$ cat config.mk
export PLATFORM = sky130hd
export DESIGN_NAME = sdram_wr_intr_seq
export DESIGN_NICKNAME = d
export VERILOG_FILES = /design/src/rtl/sdram_seq_pkg.sv /design/src/rtl/sdram_seq_dcnt.sv /design/src/rtl/sdram_seq_beats.sv /design/src/rtl/sdram_seq_cmd_enc.sv /design/src/rtl/sdram_wr_intr_seq.sv
export SDC_FILE = /design/constraint.sdc
export NUM_CORES = 1
export LEC_CHECK = 0
export ABC_CLOCK_PERIOD_IN_PS = 5100
export BUFFER_PORTS_ARGS = -buffer_cell sky130_fd_sc_hd__buf_4
export CAP_MARGIN = 30
export CORE_MARGIN = 2
export CORE_UTILIZATION = 55
export DETAILED_ROUTE_END_ITERATION = 10
export GPL_ROUTABILITY_DRIVEN = 0
export PLACE_DENSITY = 0.93
export REMOVE_ABC_BUFFERS = 1
export SLEW_MARGIN = 5
export SYNTH_ARGS = -nofsm -noshare
export SYNTH_HDL_FRONTEND = slang
export SYNTH_HIERARCHICAL = 1
export SYNTH_SLANG_ARGS = --single-unit
$ cat constraint.sdc
create_clock -name clk_i -period 5.1 [get_ports clk_i]
set_input_delay 1.02 -clock clk_i [delete_from_list [all_inputs] [get_ports clk_i]]
set_output_delay 1.02 -clock clk_i [all_outputs]
set_load 0.005 [all_outputs]
$ cat src/rtl/sdram_seq_pkg.sv
package sdram_seq_pkg;

  typedef enum logic [2:0] {
    CMD_NOP,
    CMD_ACT,
    CMD_RD,
    CMD_WR,
    CMD_PRE
  } cmd_e;

  typedef enum logic [1:0] {
    OP_WR  = 2'd0,
    OP_RD  = 2'd1,
    OP_PRE = 2'd2,
    OP_ACT = 2'd3
  } op_e;

  function automatic int clk_ceil(input int t_ps, input int tck_ps);
    int c;
    c = (t_ps + tck_ps - 1) / tck_ps;
    return (c < 1) ? 1 : c;
  endfunction

endpackage

$ cat src/rtl/sdram_seq_dcnt.sv
// Loadable saturating down-counter; done_o when count <= THRESH.
module sdram_seq_dcnt #(
  parameter int LOADV  = 2,
  parameter int THRESH = 0
) (
  input  logic clk_i,
  input  logic rst_ni,
  input  logic load_i,
  output logic done_o
);
  localparam int W = $clog2(LOADV + 2);

  logic [W-1:0] cnt_q;

  always_ff @(posedge clk_i or negedge rst_ni) begin
    if (!rst_ni)               cnt_q <= '0;
    else if (load_i)           cnt_q <= W'(LOADV);
    else if (cnt_q != '0)      cnt_q <= cnt_q - W'(1);
  end

  assign done_o = (cnt_q <= W'(THRESH));

  AST_DONE_STICKY: assert property (@(posedge clk_i) disable iff (!rst_ni)
    done_o && !load_i |=> done_o);

endmodule

$ cat src/rtl/sdram_seq_beats.sv
// Holds the not-yet-driven beats of the current write burst.
module sdram_seq_beats #(
  parameter int DQ_W      = 16,
  parameter int BURST_LEN = 4
) (
  input  logic                            clk_i,
  input  logic                            rst_ni,
  input  logic                            start_i,
  input  logic                            abort_i,
  input  logic [(BURST_LEN-1)*DQ_W-1:0]   data_i,
  output logic                            more_o,
  output logic [DQ_W-1:0]                 next_o
);
  localparam int CW = $clog2(BURST_LEN);

  logic [CW-1:0]   cnt_q;
  logic [DQ_W-1:0] rem_q [BURST_LEN-1];

  always_ff @(posedge clk_i or negedge rst_ni) begin
    if (!rst_ni) begin
      cnt_q <= '0;
      for (int i = 0; i < BURST_LEN - 1; i++) rem_q[i] <= '0;
    end else if (start_i) begin
      cnt_q <= CW'(BURST_LEN - 1);
      for (int i = 0; i < BURST_LEN - 1; i++) rem_q[i] <= data_i[i*DQ_W +: DQ_W];
    end else if (abort_i) begin
      cnt_q <= '0;
    end else if (cnt_q != '0) begin
      cnt_q <= cnt_q - CW'(1);
      for (int i = 0; i < BURST_LEN - 2; i++) rem_q[i] <= rem_q[i+1];
    end
  end

  assign more_o = (cnt_q != '0);
  assign next_o = rem_q[0];

  AST_ABORT_DRAINS: assert property (@(posedge clk_i) disable iff (!rst_ni)
    abort_i && !start_i |=> !more_o);

endmodule

$ cat src/rtl/sdram_seq_cmd_enc.sv
module sdram_seq_cmd_enc
  import sdram_seq_pkg::*;
(
  input  cmd_e cmd_i,
  output logic cs_n_o,
  output logic ras_n_o,
  output logic cas_n_o,
  output logic we_n_o
);
  always_comb begin
    cs_n_o = 1'b0;
    unique case (cmd_i)
      CMD_ACT: {ras_n_o, cas_n_o, we_n_o} = 3'b011;
      CMD_RD:  {ras_n_o, cas_n_o, we_n_o} = 3'b101;
      CMD_WR:  {ras_n_o, cas_n_o, we_n_o} = 3'b100;
      CMD_PRE: {ras_n_o, cas_n_o, we_n_o} = 3'b010;
      default: {ras_n_o, cas_n_o, we_n_o} = 3'b111;
    endcase
  end
endmodule

$ cat src/rtl/sdram_wr_intr_seq.sv
module sdram_wr_intr_seq
  import sdram_seq_pkg::*;
#(
  parameter int DQ_W      = 16,
  parameter int BA_W      = 2,
  parameter int A_W       = 12,
  parameter int BURST_LEN = 4,
  parameter int CAS_LAT   = 2,
  parameter int TCK_PS    = 10000,
  parameter int TWR_PS    = 25000,
  parameter int TRP_PS    = 18000
) (
  input  logic                        clk_i,
  input  logic                        rst_ni,
  input  logic                        req_valid_i,
  output logic                        req_ready_o,
  input  logic [1:0]                  req_op_i,
  input  logic [BA_W-1:0]             req_bank_i,
  input  logic [A_W-1:0]              req_addr_i,
  input  logic [BURST_LEN*DQ_W-1:0]   req_wdata_i,
  output logic                        sd_cs_n_o,
  output logic                        sd_ras_n_o,
  output logic                        sd_cas_n_o,
  output logic                        sd_we_n_o,
  output logic [BA_W-1:0]             sd_ba_o,
  output logic [A_W-1:0]              sd_addr_o,
  output logic [DQ_W-1:0]             sd_dq_o,
  output logic                        sd_dq_oe_o,
  output logic [DQ_W/8-1:0]           sd_dqm_o
);
  localparam int  DM_W      = DQ_W / 8;
  localparam int  NBANK     = 1 << BA_W;
  localparam int  TWR_CYC   = clk_ceil(TWR_PS, TCK_PS);
  localparam int  TRP_CYC   = clk_ceil(TRP_PS, TCK_PS);
  localparam int  RD_GAP    = CAS_LAT + BURST_LEN;
  localparam bit  TWR_IMMED = (TWR_CYC == 1);

  if (CAS_LAT < 2 || CAS_LAT > 3) begin : g_bad_cl
    $error("CAS_LAT must be 2 or 3");
  end
  if (BURST_LEN < 2) begin : g_bad_bl
    $error("BURST_LEN must be at least 2");
  end

  op_e op;
  assign op = op_e'(req_op_i);

  // pin registers
  cmd_e              cmd_q, cmd_n;
  logic [BA_W-1:0]   ba_q, ba_n;
  logic [A_W-1:0]    addr_q, addr_n;
  logic [DQ_W-1:0]   dq_q, dq_n;
  logic              dq_oe_q, dq_oe_n;
  logic              dqm_q, dqm_n;
  // sequencing state
  logic              pre_pend_q, pre_pend_n;
  logic [BA_W-1:0]   pre_bank_q, pre_bank_n;

  logic              beat_start, beat_abort, beat_more;
  logic [DQ_W-1:0]   beat_next;
  logic              twr_done, rd_done, pre_ok, issue_pre, acc;
  logic [BA_W-1:0]   issue_bank;
  logic [NBANK-1:0]  trp_done;

  // write recovery measured from each beat on the pins
  sdram_seq_dcnt #(.LOADV(TWR_CYC - 1), .THRESH(1)) u_twr (
    .clk_i  (clk_i),
    .rst_ni (rst_ni),
    .load_i (dq_oe_q),
    .done_o (twr_done)
  );

  sdram_seq_dcnt #(.LOADV(RD_GAP - 1), .THRESH(0)) u_rdgap (
    .clk_i  (clk_i),
    .rst_ni (rst_ni),
    .load_i (acc && op == OP_RD && !pre_pend_q),
    .done_o (rd_done)
  );

  for (genvar b = 0; b < NBANK; b++) begin : g_trp
    sdram_seq_dcnt #(.LOADV(TRP_CYC - 1), .THRESH(0)) u_trp (
      .clk_i  (clk_i),
      .rst_ni (rst_ni),
      .load_i (issue_pre && issue_bank == BA_W'(b)),
      .done_o (trp_done[b])
    );
  end

  sdram_seq_beats #(.DQ_W(DQ_W), .BURST_LEN(BURST_LEN)) u_beats (
    .clk_i   (clk_i),
    .rst_ni  (rst_ni),
    .start_i (beat_start),
    .abort_i (beat_abort),
    .data_i  (req_wdata_i[BURST_LEN*DQ_W-1:DQ_W]),
    .more_o  (beat_more),
    .next_o  (beat_next)
  );

  // a beat on the pins now still needs the full recovery
  assign pre_ok = dq_oe_q ? TWR_IMMED : twr_done;

  always_comb begin
    if (pre_pend_q) begin
      req_ready_o = 1'b0;
    end else begin
      unique case (op)
        OP_WR:   req_ready_o = rd_done;
        OP_ACT:  req_ready_o = trp_done[req_bank_i];
        default: req_ready_o = 1'b1;
      endcase
    end
  end

  assign acc = req_valid_i && req_ready_o;

  always_comb begin
    cmd_n      = CMD_NOP;
    ba_n       = '0;
    addr_n     = '0;
    dqm_n      = 1'b0;
    beat_start = 1'b0;
    beat_abort = 1'b0;
    issue_pre  = 1'b0;
    issue_bank = req_bank_i;
    pre_pend_n = pre_pend_q;
    pre_bank_n = pre_bank_q;
    if (pre_pend_q) begin
      dqm_n      = 1'b1;
      issue_bank = pre_bank_q;
      if (pre_ok) begin
        cmd_n      = CMD_PRE;
        ba_n       = pre_bank_q;
        issue_pre  = 1'b1;
        pre_pend_n = 1'b0;
      end
    end else if (acc) begin
      unique case (op)
        OP_WR: begin
          cmd_n      = CMD_WR;
          ba_n       = req_bank_i;
          addr_n     = req_addr_i;
          beat_start = 1'b1;
        end
        OP_RD: begin
          cmd_n      = CMD_RD;
          ba_n       = req_bank_i;
          addr_n     = req_addr_i;
          beat_abort = 1'b1;
        end
        OP_PRE: begin
          beat_abort = 1'b1;
          dqm_n      = 1'b1;
          if (pre_ok) begin
            cmd_n     = CMD_PRE;
            ba_n      = req_bank_i;
            issue_pre = 1'b1;
          end else begin
            pre_pend_n = 1'b1;
            pre_bank_n = req_bank_i;
          end
        end
        default: begin
          cmd_n  = CMD_ACT;
          ba_n   = req_bank_i;
          addr_n = req_addr_i;
        end
      endcase
    end
  end

  always_comb begin
    dq_oe_n = beat_start || (beat_more && !beat_abort);
    if (beat_start)   dq_n = req_wdata_i[DQ_W-1:0];
    else if (dq_oe_n) dq_n = beat_next;
    else              dq_n = '0;
  end

  always_ff @(posedge clk_i or negedge rst_ni) begin
    if (!rst_ni) begin
      cmd_q      <= CMD_NOP;
      ba_q       <= '0;
      addr_q     <= '0;
      dq_q       <= '0;
      dq_oe_q    <= 1'b0;
      dqm_q      <= 1'b0;
      pre_pend_q <= 1'b0;
      pre_bank_q <= '0;
    end else begin
      cmd_q      <= cmd_n;
      ba_q       <= ba_n;
      addr_q     <= addr_n;
      dq_q       <= dq_n;
      dq_oe_q    <= dq_oe_n;
      dqm_q      <= dqm_n;
      pre_pend_q <= pre_pend_n;
      pre_bank_q <= pre_bank_n;
    end
  end

  sdram_seq_cmd_enc u_enc (
    .cmd_i   (cmd_q),
    .cs_n_o  (sd_cs_n_o),
    .ras_n_o (sd_ras_n_o),
    .cas_n_o (sd_cas_n_o),
    .we_n_o  (sd_we_n_o)
  );

  assign sd_ba_o    = ba_q;
  assign sd_addr_o  = addr_q;
  assign sd_dq_o    = dq_q;
  assign sd_dq_oe_o = dq_oe_q;
  assign sd_dqm_o   = {DM_W{dqm_q}};

  // elapsed-cycle trackers for the timing assertions
  logic [15:0] since_beat_q, since_rd_q;
  logic [15:0] since_pre_q [NBANK];

  always_ff @(posedge clk_i or negedge rst_ni) begin
    if (!rst_ni) begin
      since_beat_q <= '1;
      since_rd_q   <= '1;
      for (int b = 0; b < NBANK; b++) since_pre_q[b] <= '1;
    end else begin
      since_beat_q <= dq_oe_q ? 16'd1 : ((&since_beat_q) ? since_beat_q : since_beat_q + 16'd1);
      since_rd_q   <= (cmd_q == CMD_RD) ? 16'd1 : ((&since_rd_q) ? since_rd_q : since_rd_q + 16'd1);
      for (int b = 0; b < NBANK; b++) begin
        if (cmd_q == CMD_PRE && ba_q == BA_W'(b)) since_pre_q[b] <= 16'd1;
        else if (!(&since_pre_q[b]))              since_pre_q[b] <= since_pre_q[b] + 16'd1;
      end
    end
  end

  AST_PRE_AFTER_TWR: assert property (@(posedge clk_i) disable iff (!rst_ni)
    cmd_q == CMD_PRE |-> since_beat_q >= 16'(TWR_CYC));
  AST_ACT_AFTER_TRP: assert property (@(posedge clk_i) disable iff (!rst_ni)
    cmd_q == CMD_ACT |-> since_pre_q[ba_q] >= 16'(TRP_CYC));
  AST_WR_AFTER_RD: assert property (@(posedge clk_i) disable iff (!rst_ni)
    cmd_q == CMD_WR |-> since_rd_q >= 16'(RD_GAP));
  AST_RD_BUS_FREE: assert property (@(posedge clk_i) disable iff (!rst_ni)
    cmd_q == CMD_RD |-> !sd_dq_oe_o);
  AST_WR_BEAT0: assert property (@(posedge clk_i) disable iff (!rst_ni)
    cmd_q == CMD_WR |-> sd_dq_oe_o && sd_dqm_o == '0);
  AST_MASK_NO_DRIVE: assert property (@(posedge clk_i) disable iff (!rst_ni)
    dqm_q |-> !dq_oe_q);
  AST_PEND_QUIET: assert property (@(posedge clk_i) disable iff (!rst_ni)
    pre_pend_q |=> cmd_q == CMD_NOP || cmd_q == CMD_PRE);

endmodule

==> flow_summary.toml, run 1 <==
[clocking]
cts_max_level = 3
cts.path.max_buffers = 2
hold_buffers = 0
cts_buffers = 9
post-cts-setup-buffers = 0
clk_pin_slew_ns = 0.09
clock_latency_ns = 0.36
cts_tree = "yes"
cts_num_sinks = 101
postCtsResizedCells = 0
root_buffer = "clkbuf_8"

[critical_path]
worst-path-buf-inv = 3
path_cells = "buf_4 > inv_1 > ha_1 > a21oi_1 > o21ai_0 > nor2_2 > nor2_1 > buf_4"
worstPathMaxFanout = 5
worstSetupPathType = "primary input to output port"
slowest_delay_ns = 0.33
critPathMostFrequentCell = "buf_4"
critical-path-top-delay-family = "compound AO/OA/AOI/OAI gates"
path_depth = 8
worstSetupEndpointType = "output port"
cp.arrival_ns = 2.51
rr_worst_depth = 9
worstSetupStartpointType = "primary input"
slowest_stage = "ha_1"
cp.required_ns = 4.08

[logic_synthesis]
synth_cell_types = 47
synth_compound_area_share_pct = 14.7
synthArstFlopShare_pct = 100
synthAdderAreaFrac_pct = 3.47
netlist.area_leader.share_pct = 50.1
synth_flop_cell = "dfrtp_1"
yosysWarnings = 6
syn_area_mm2 = 0.00505
synth_seq_cells = 101
yosysMostFrequentCell = "dfrtp_1"
synth.area.top_cells = "dfrtp_1, nor4b_1, mux2_2"
synth_edf_count = 0
yosys-top-cells-count = "dfrtp_1, nor4b_1, and2_1, nor2b_1, nand2_1"
synth_cells = 439
yosys.area_share.simple_pct = 18.2
synth_mux_area_share_pct = 4.61
synth-xor-area-share_pct = 1.04
yosysTopAreaCell = "dfrtp_1"
ys_seq_area_share_pct = 50.1
avgSynthCellArea_um2 = 11.5
synth_top_family_by_area = "simple AND/OR/NAND/NOR gates"

[global_route]
antenna_found_initial = 0
gr-total-overflow = 0
grt_usage_pct = 23.2
grt_pass1_vias = 3704
grt_pass1_wl_mm = 18.4
grt_max_degree = 80

[final_layout]
drive_gt1_share_pct = 31.6
antennaDiodeCount = 0
fin_nets = 624
fin_cells = 639
area_growth_pct = 20.7

[floorplan]
start_util_pct = 57.3
die_h_um = 99.8
num_rows = 34
die_x_um = 99.8
dieArea_mm2 = 0.00996
boundaryPins = 121
core_area_mm2 = 0.00881

[timing]
hold_violations = 0
fin_setup_tns_ns = 0
rsz0062_at_grt = "no"
period_share_pct = 69.1
relSlewSlack_pct = 55.8
setup_ws_ns = 1.57
timing.final.crit_period_ns = 3.53
max_freq_ghz = 0.284
hold_slack_ns = 0.514
finClkSkew_ns = 0.0167
tightest_slew_ns = 0.663
finalSetupViolations = 0
drv_slew = 0

[run_status]
outcome = "completed"

[detailed_routing]
wirelength_mm = 11.1
num_vias = 3724
met2_length_mm = 5.43
antenna_left = 0
drc_errors = 0
wl_per_cell_um = 17.4
vias_per_cell = 5.83
wl_met3_um = 712
wl_met1_mm = 4.82
drtPass1Iterations = 4
drt-initial-drc-count = 167
top_layer_used = "met4"

[pwr]
p_leak_nw = 2.87
power.density_mw_per_mm2 = 513
total_power_mw = 3.13
ir_worst_vdd_mv = 0.281

[placement]
dp_hpwl_mm = 7.59
io_buffers = 119
place_ws_ns = 1.06
dp.cells = 622

[flow_run]
cap_violations = 0

[min_path]
hp-class = "primary input to async pin"
==> sequential cells by signal, summed over array words and instances (netlist names) <==
name / cells
cmd_q: 3
dqm_q: 1
g_trp.u_trp/cnt_q: 8
pre_bank_q: 2
pre_pend_q: 1
sd_addr_o: 12
sd_ba_o: 2
sd_dq_o: 16
sd_dq_oe_o: 1
u_beats/cnt_q: 2
u_beats/next_o: 16
u_beats/rem_q: 32
u_rdgap/cnt_q: 3
u_twr/cnt_q: 2
==> report_power, final <==
part | switching [mW] | leakage [nW] | internal (mW) | total [mW]
clock network | 0.272 | 0.105 | 0.289 | 0.562
logic | 0.600 | 1.49 | 0.660 | 1.26
registers | 0.177 | 1.28 | 1.13 | 1.31
total | 1.05 | 2.87 | 2.08 | 3.13
==> cell usage in the layout (no fill, tap or decap), types with 2 or more instances in the layout <==
cell type   Yosys  layout
a211o_1         3       3
a211oi_1        5       5
a21oi_1         3       3
a21oi_4         2       2
a221o_1        16      16
a311o_1        16      16
a32o_1          2       2
and2_1         30      30
buf_16          0       3
buf_4          21     123
bufinv_16       0       2
clkbuf_8        0      10
clkinvlp_4      0       2
dfrtp_1       101     101
ha_1           14      14
inv_1          20      20
mux2_2         18      18
mux2i_1         3       3
nand2_1        25      25
nand2b_1        9       9
nor2_1          8       8
nor2b_1        29      29
nor4b_1        32      32
o21ai_0         6       6
o21bai_1        2       2
o2bb2ai_1      18      18
o31ai_1         3       3
xor2_1          6       6
==> routing by layer <==
metal / up-vias / global-route usage, %
li1: 1724 / -
met1: 1848 / 31.3
met2: 139 / 38.1
met3: 13 / 5.01
met4: 0 / 6.74
met5: - / 0
==> layout make-up <==
class	count	area, um2
clock inverters	5	83.8
inverters	21	78.8
multi-input cells	268	2130
clock buffers	10	138
fillers	627	2710
flip-flops and latches	101	2530
well taps	108	135
repair buffers	126	1010
==> kinds of logic after synthesis <==
group / count (synthesis)
AND/OR/NAND/NOR: 144
flip-flops: 101
AO/OA/AOI/OAI: 82
buffers and inverters: 70
multiplexers: 21
adder cells (fa/ha/maj): 14
XOR/XNOR: 6
other: 1
==> metrics by stage <==
stage,utilization (%),instance area [um2]
after global placement,65.8,5790
after CTS,68.6,6040
after detailed placement,66.1,5820
after floorplan,-,4730
final,69.2,6090
after global routing,69.2,6090
==> worst paths after layout <==
kind                                              startpoint                        endpoint  slack [ns]
worst min-delay path                                  rst_ni              cmd_q[1]$_DFF_PN0_        0.51
max in group asynchronous                             rst_ni  u_beats/next_o[12]$_DFFE_PN0P_        3.66
worst max register to register  u_rdgap/cnt_q[0]$_DFFE_PN0P_   u_beats/rem_q[19]$_DFFE_PN0P_        2.18
worst min register to register  u_beats/rem_q[2]$_DFFE_PN0P_    u_beats/rem_q[2]$_DFFE_PN0P_        0.51
min in group clk_i              u_beats/rem_q[2]$_DFFE_PN0P_    u_beats/rem_q[2]$_DFFE_PN0P_        0.51
worst max-delay path                             req_op_i[0]                     req_ready_o        1.57
(Power assumes the default switching activity.)
==> run 2, diff against run 1 <==
--- a/config.mk
+++ b/config.mk
@@ -5,14 +5,14 @@
 export SDC_FILE = /design/constraint.sdc
 export NUM_CORES = 1
 export LEC_CHECK = 0
-export ABC_CLOCK_PERIOD_IN_PS = 5100
+export ABC_CLOCK_PERIOD_IN_PS = 3150
 export BUFFER_PORTS_ARGS = -buffer_cell sky130_fd_sc_hd__buf_4
 export CAP_MARGIN = 30
 export CORE_MARGIN = 2
-export CORE_UTILIZATION = 55
+export CORE_UTILIZATION = 49
 export DETAILED_ROUTE_END_ITERATION = 10
 export GPL_ROUTABILITY_DRIVEN = 0
-export PLACE_DENSITY = 0.93
+export PLACE_DENSITY = 0.88
 export REMOVE_ABC_BUFFERS = 1
 export SLEW_MARGIN = 5
 export SYNTH_ARGS = -nofsm -noshare
==> constraint.sdc (replaced) <==
create_clock -name clk_i -period 3.15 [get_ports clk_i]
set_input_delay 0.63 -clock clk_i [delete_from_list [all_inputs] [get_ports clk_i]]
set_output_delay 0.63 -clock clk_i [all_outputs]
set_load 0.005 [all_outputs]
==> run 2 against run 1 <==
Effect of this change:
- global-route usage shrank 2.1 points
- sequential share of layout area grew 0.14 points
- clock skew shrank 0.0069 ns
- final area shrank 0.33%
- sequential cell count is the same
==> flow_summary.toml, run 2 (same netlist as run 1, synthesis figures left out) <==
[critical_path]
cp.arrival_ns = 2.18
worstSetupPathType = "flip-flop to output port"
crit_start = "u_rdgap/cnt_q[0]$_DFFE_PN0P_"
endpoint = "req_ready_o"
rr_endpoint = "u_beats/next_o[7]$_DFFE_PN0P_"
cp.required_ns = 2.52
r2r-start = "u_rdgap/cnt_q[0]$_DFFE_PN0P_"
worstSetupStartpointType = "flip-flop"
worstPathMaxFanout = 5
worstSetupEndpointType = "output port"
r2r_setup_slack_ns = 0.57
rr_worst_depth = 8

[floorplan]
dieArea_mm2 = 0.0111
core_area_mm2 = 0.0102
die_x_um = 106
boundaryPins = 121
die_h_um = 106
start_util_pct = 49.6
num_rows = 37

[final_layout]
fin_cells = 669
most-common-layout-cells = "buf_4, dfrtp_1, nor4b_1"
layout_commonest_cell = "buf_4"
antennaDiodeCount = 0
largest_reg_flops = 32
area_growth_pct = 20.3
drive_gt1_share_pct = 31.9
nFillCells = 859
fin_nets = 625
top_register = "u_beats/rem_q"

[pwr]
ir_worst_vdd_mv = 0.352
power.density_mw_per_mm2 = 811
total_power_mw = 4.93
p_leak_nw = 2.86

[placement]
dp.cells = 653
io_buffers = 119
dp_hpwl_mm = 7.88

[detailed_routing]
wl_per_cell_um = 17.0
drt-initial-drc-count = 182
antenna_left = 0
num_vias = 3739
vias_per_cell = 5.59
wirelength_mm = 11.4
drc_errors = 0
drtPass1Iterations = 5

[clocking]
cts_buffers = 9
cts.path.max_buffers = 2
post-cts-setup-buffers = 0
clock_latency_ns = 0.37
cts_num_sinks = 101
cts_tree = "yes"
hold_buffers = 0
clk_pin_slew_ns = 0.10
cts_max_level = 3
root_buffer = "clkbuf_8"
postCtsResizedCells = 0

[timing]
fin_setup_tns_ns = 0
finalSetupViolations = 0
hold_violations = 0
drv_slew = 0
relSlewSlack_pct = 48.7
tightest_slew_ns = 0.770
period_share_pct = 89.1
finClkSkew_ns = 0.00979
max_freq_ghz = 0.356
hold_slack_ns = 0.318
rsz0062_at_grt = "no"
timing.final.crit_period_ns = 2.81

[global_route]
grt_pass1_vias = 3880
gr-total-overflow = 0
grt_pass1_wl_mm = 18.7
antenna_found_initial = 0
grt_max_degree = 71
grt_usage_pct = 21.0

[flow_run]
cap_violations = 0

[min_path]
hp-class = "primary input to async pin"

[run_status]
outcome = "completed"
==> run 2: cell count changes in the layout (fill, tap and decap cells not counted), sizes merged <==
cell / previous run / this run
inv: 21 / 22
buf: 126 / 127
clkbuf: 10 / 9
bufinv: 2 / 0
clkinvlp: 2 / 0
clkinv: 1 / 6
==> run 2: routing by layer <==
metal  global-route usage [%]  vias to the layer above  wire (um)
met2                     36.8                      146       5800
met4                     5.92                        0        151
met1                     26.9                     1849       4790
met3                     3.77                       18        639
li1                         -                     1726          -
met5                        0                        -          0
==> run 2: worst min-delay path by stage <==
stage                                        from                                   to  slack, ns  depth (start not counted)
finish                                     rst_ni  g_trp[1].u_trp/cnt_q[1]$_DFFE_PN0P_       0.32                          1
global route                               rst_ni                 sd_dq_o[7]$_DFF_PN0_       0.37                          1
CTS                                        rst_ni        u_beats/rem_q[13]$_DFFE_PN0P_       0.36                          1
detailed placement   u_beats/rem_q[9]$_DFFE_PN0P_         u_beats/rem_q[9]$_DFFE_PN0P_       0.49                          1
global placement    u_beats/rem_q[10]$_DFFE_PN0P_        u_beats/rem_q[10]$_DFFE_PN0P_       0.48                          1
floorplan                                  rst_ni                   cmd_q[0]$_DFF_PN0_       0.33                          0
==> run 2: through the flow <==
step / utilization [%] / setup WS, ns / cell area, um2
floorplan: - / -0.835 / 4730
global placement: 57.7 / 0.524 / 5880
detailed placement: 57.7 / 0.392 / 5880
CTS: 59.6 / 0.380 / 6070
global route: 59.6 / 0.218 / 6070
finish: 59.6 / 0.343 / 6070
==> run 2: power by group <==
part	switching [mW]	internal, mW	leakage [nW]
clock	0.485	0.308	0.100
combinational	0.974	1.05	1.48
sequential	0.277	1.83	1.28
total	1.74	3.19	2.86
==> run 2: cell type report <==
class / count / area (um2) / share of cell area, %
flip-flops and latches: 101 / 2530 / 41.6
multi-input cells: 268 / 2130 / 35.0
repair buffers: 127 / 978 / 16.1
well taps: 136 / 170 / 2.80
clock buffers: 9 / 124 / 2.04
inverters: 21 / 78.8 / 1.30
clock inverters: 7 / 70.1 / 1.15
==> run 2: critical path, cell delays in order (launching register included) <==
cell,delay [ns]
dfrtp_1,0.38
inv_1,0.07
ha_1,0.23
nor2b_2,0.19
a21oi_1,0.26
o21ai_0,0.25
nor2_2,0.22
nor2_1,0.07
buf_4,0.14
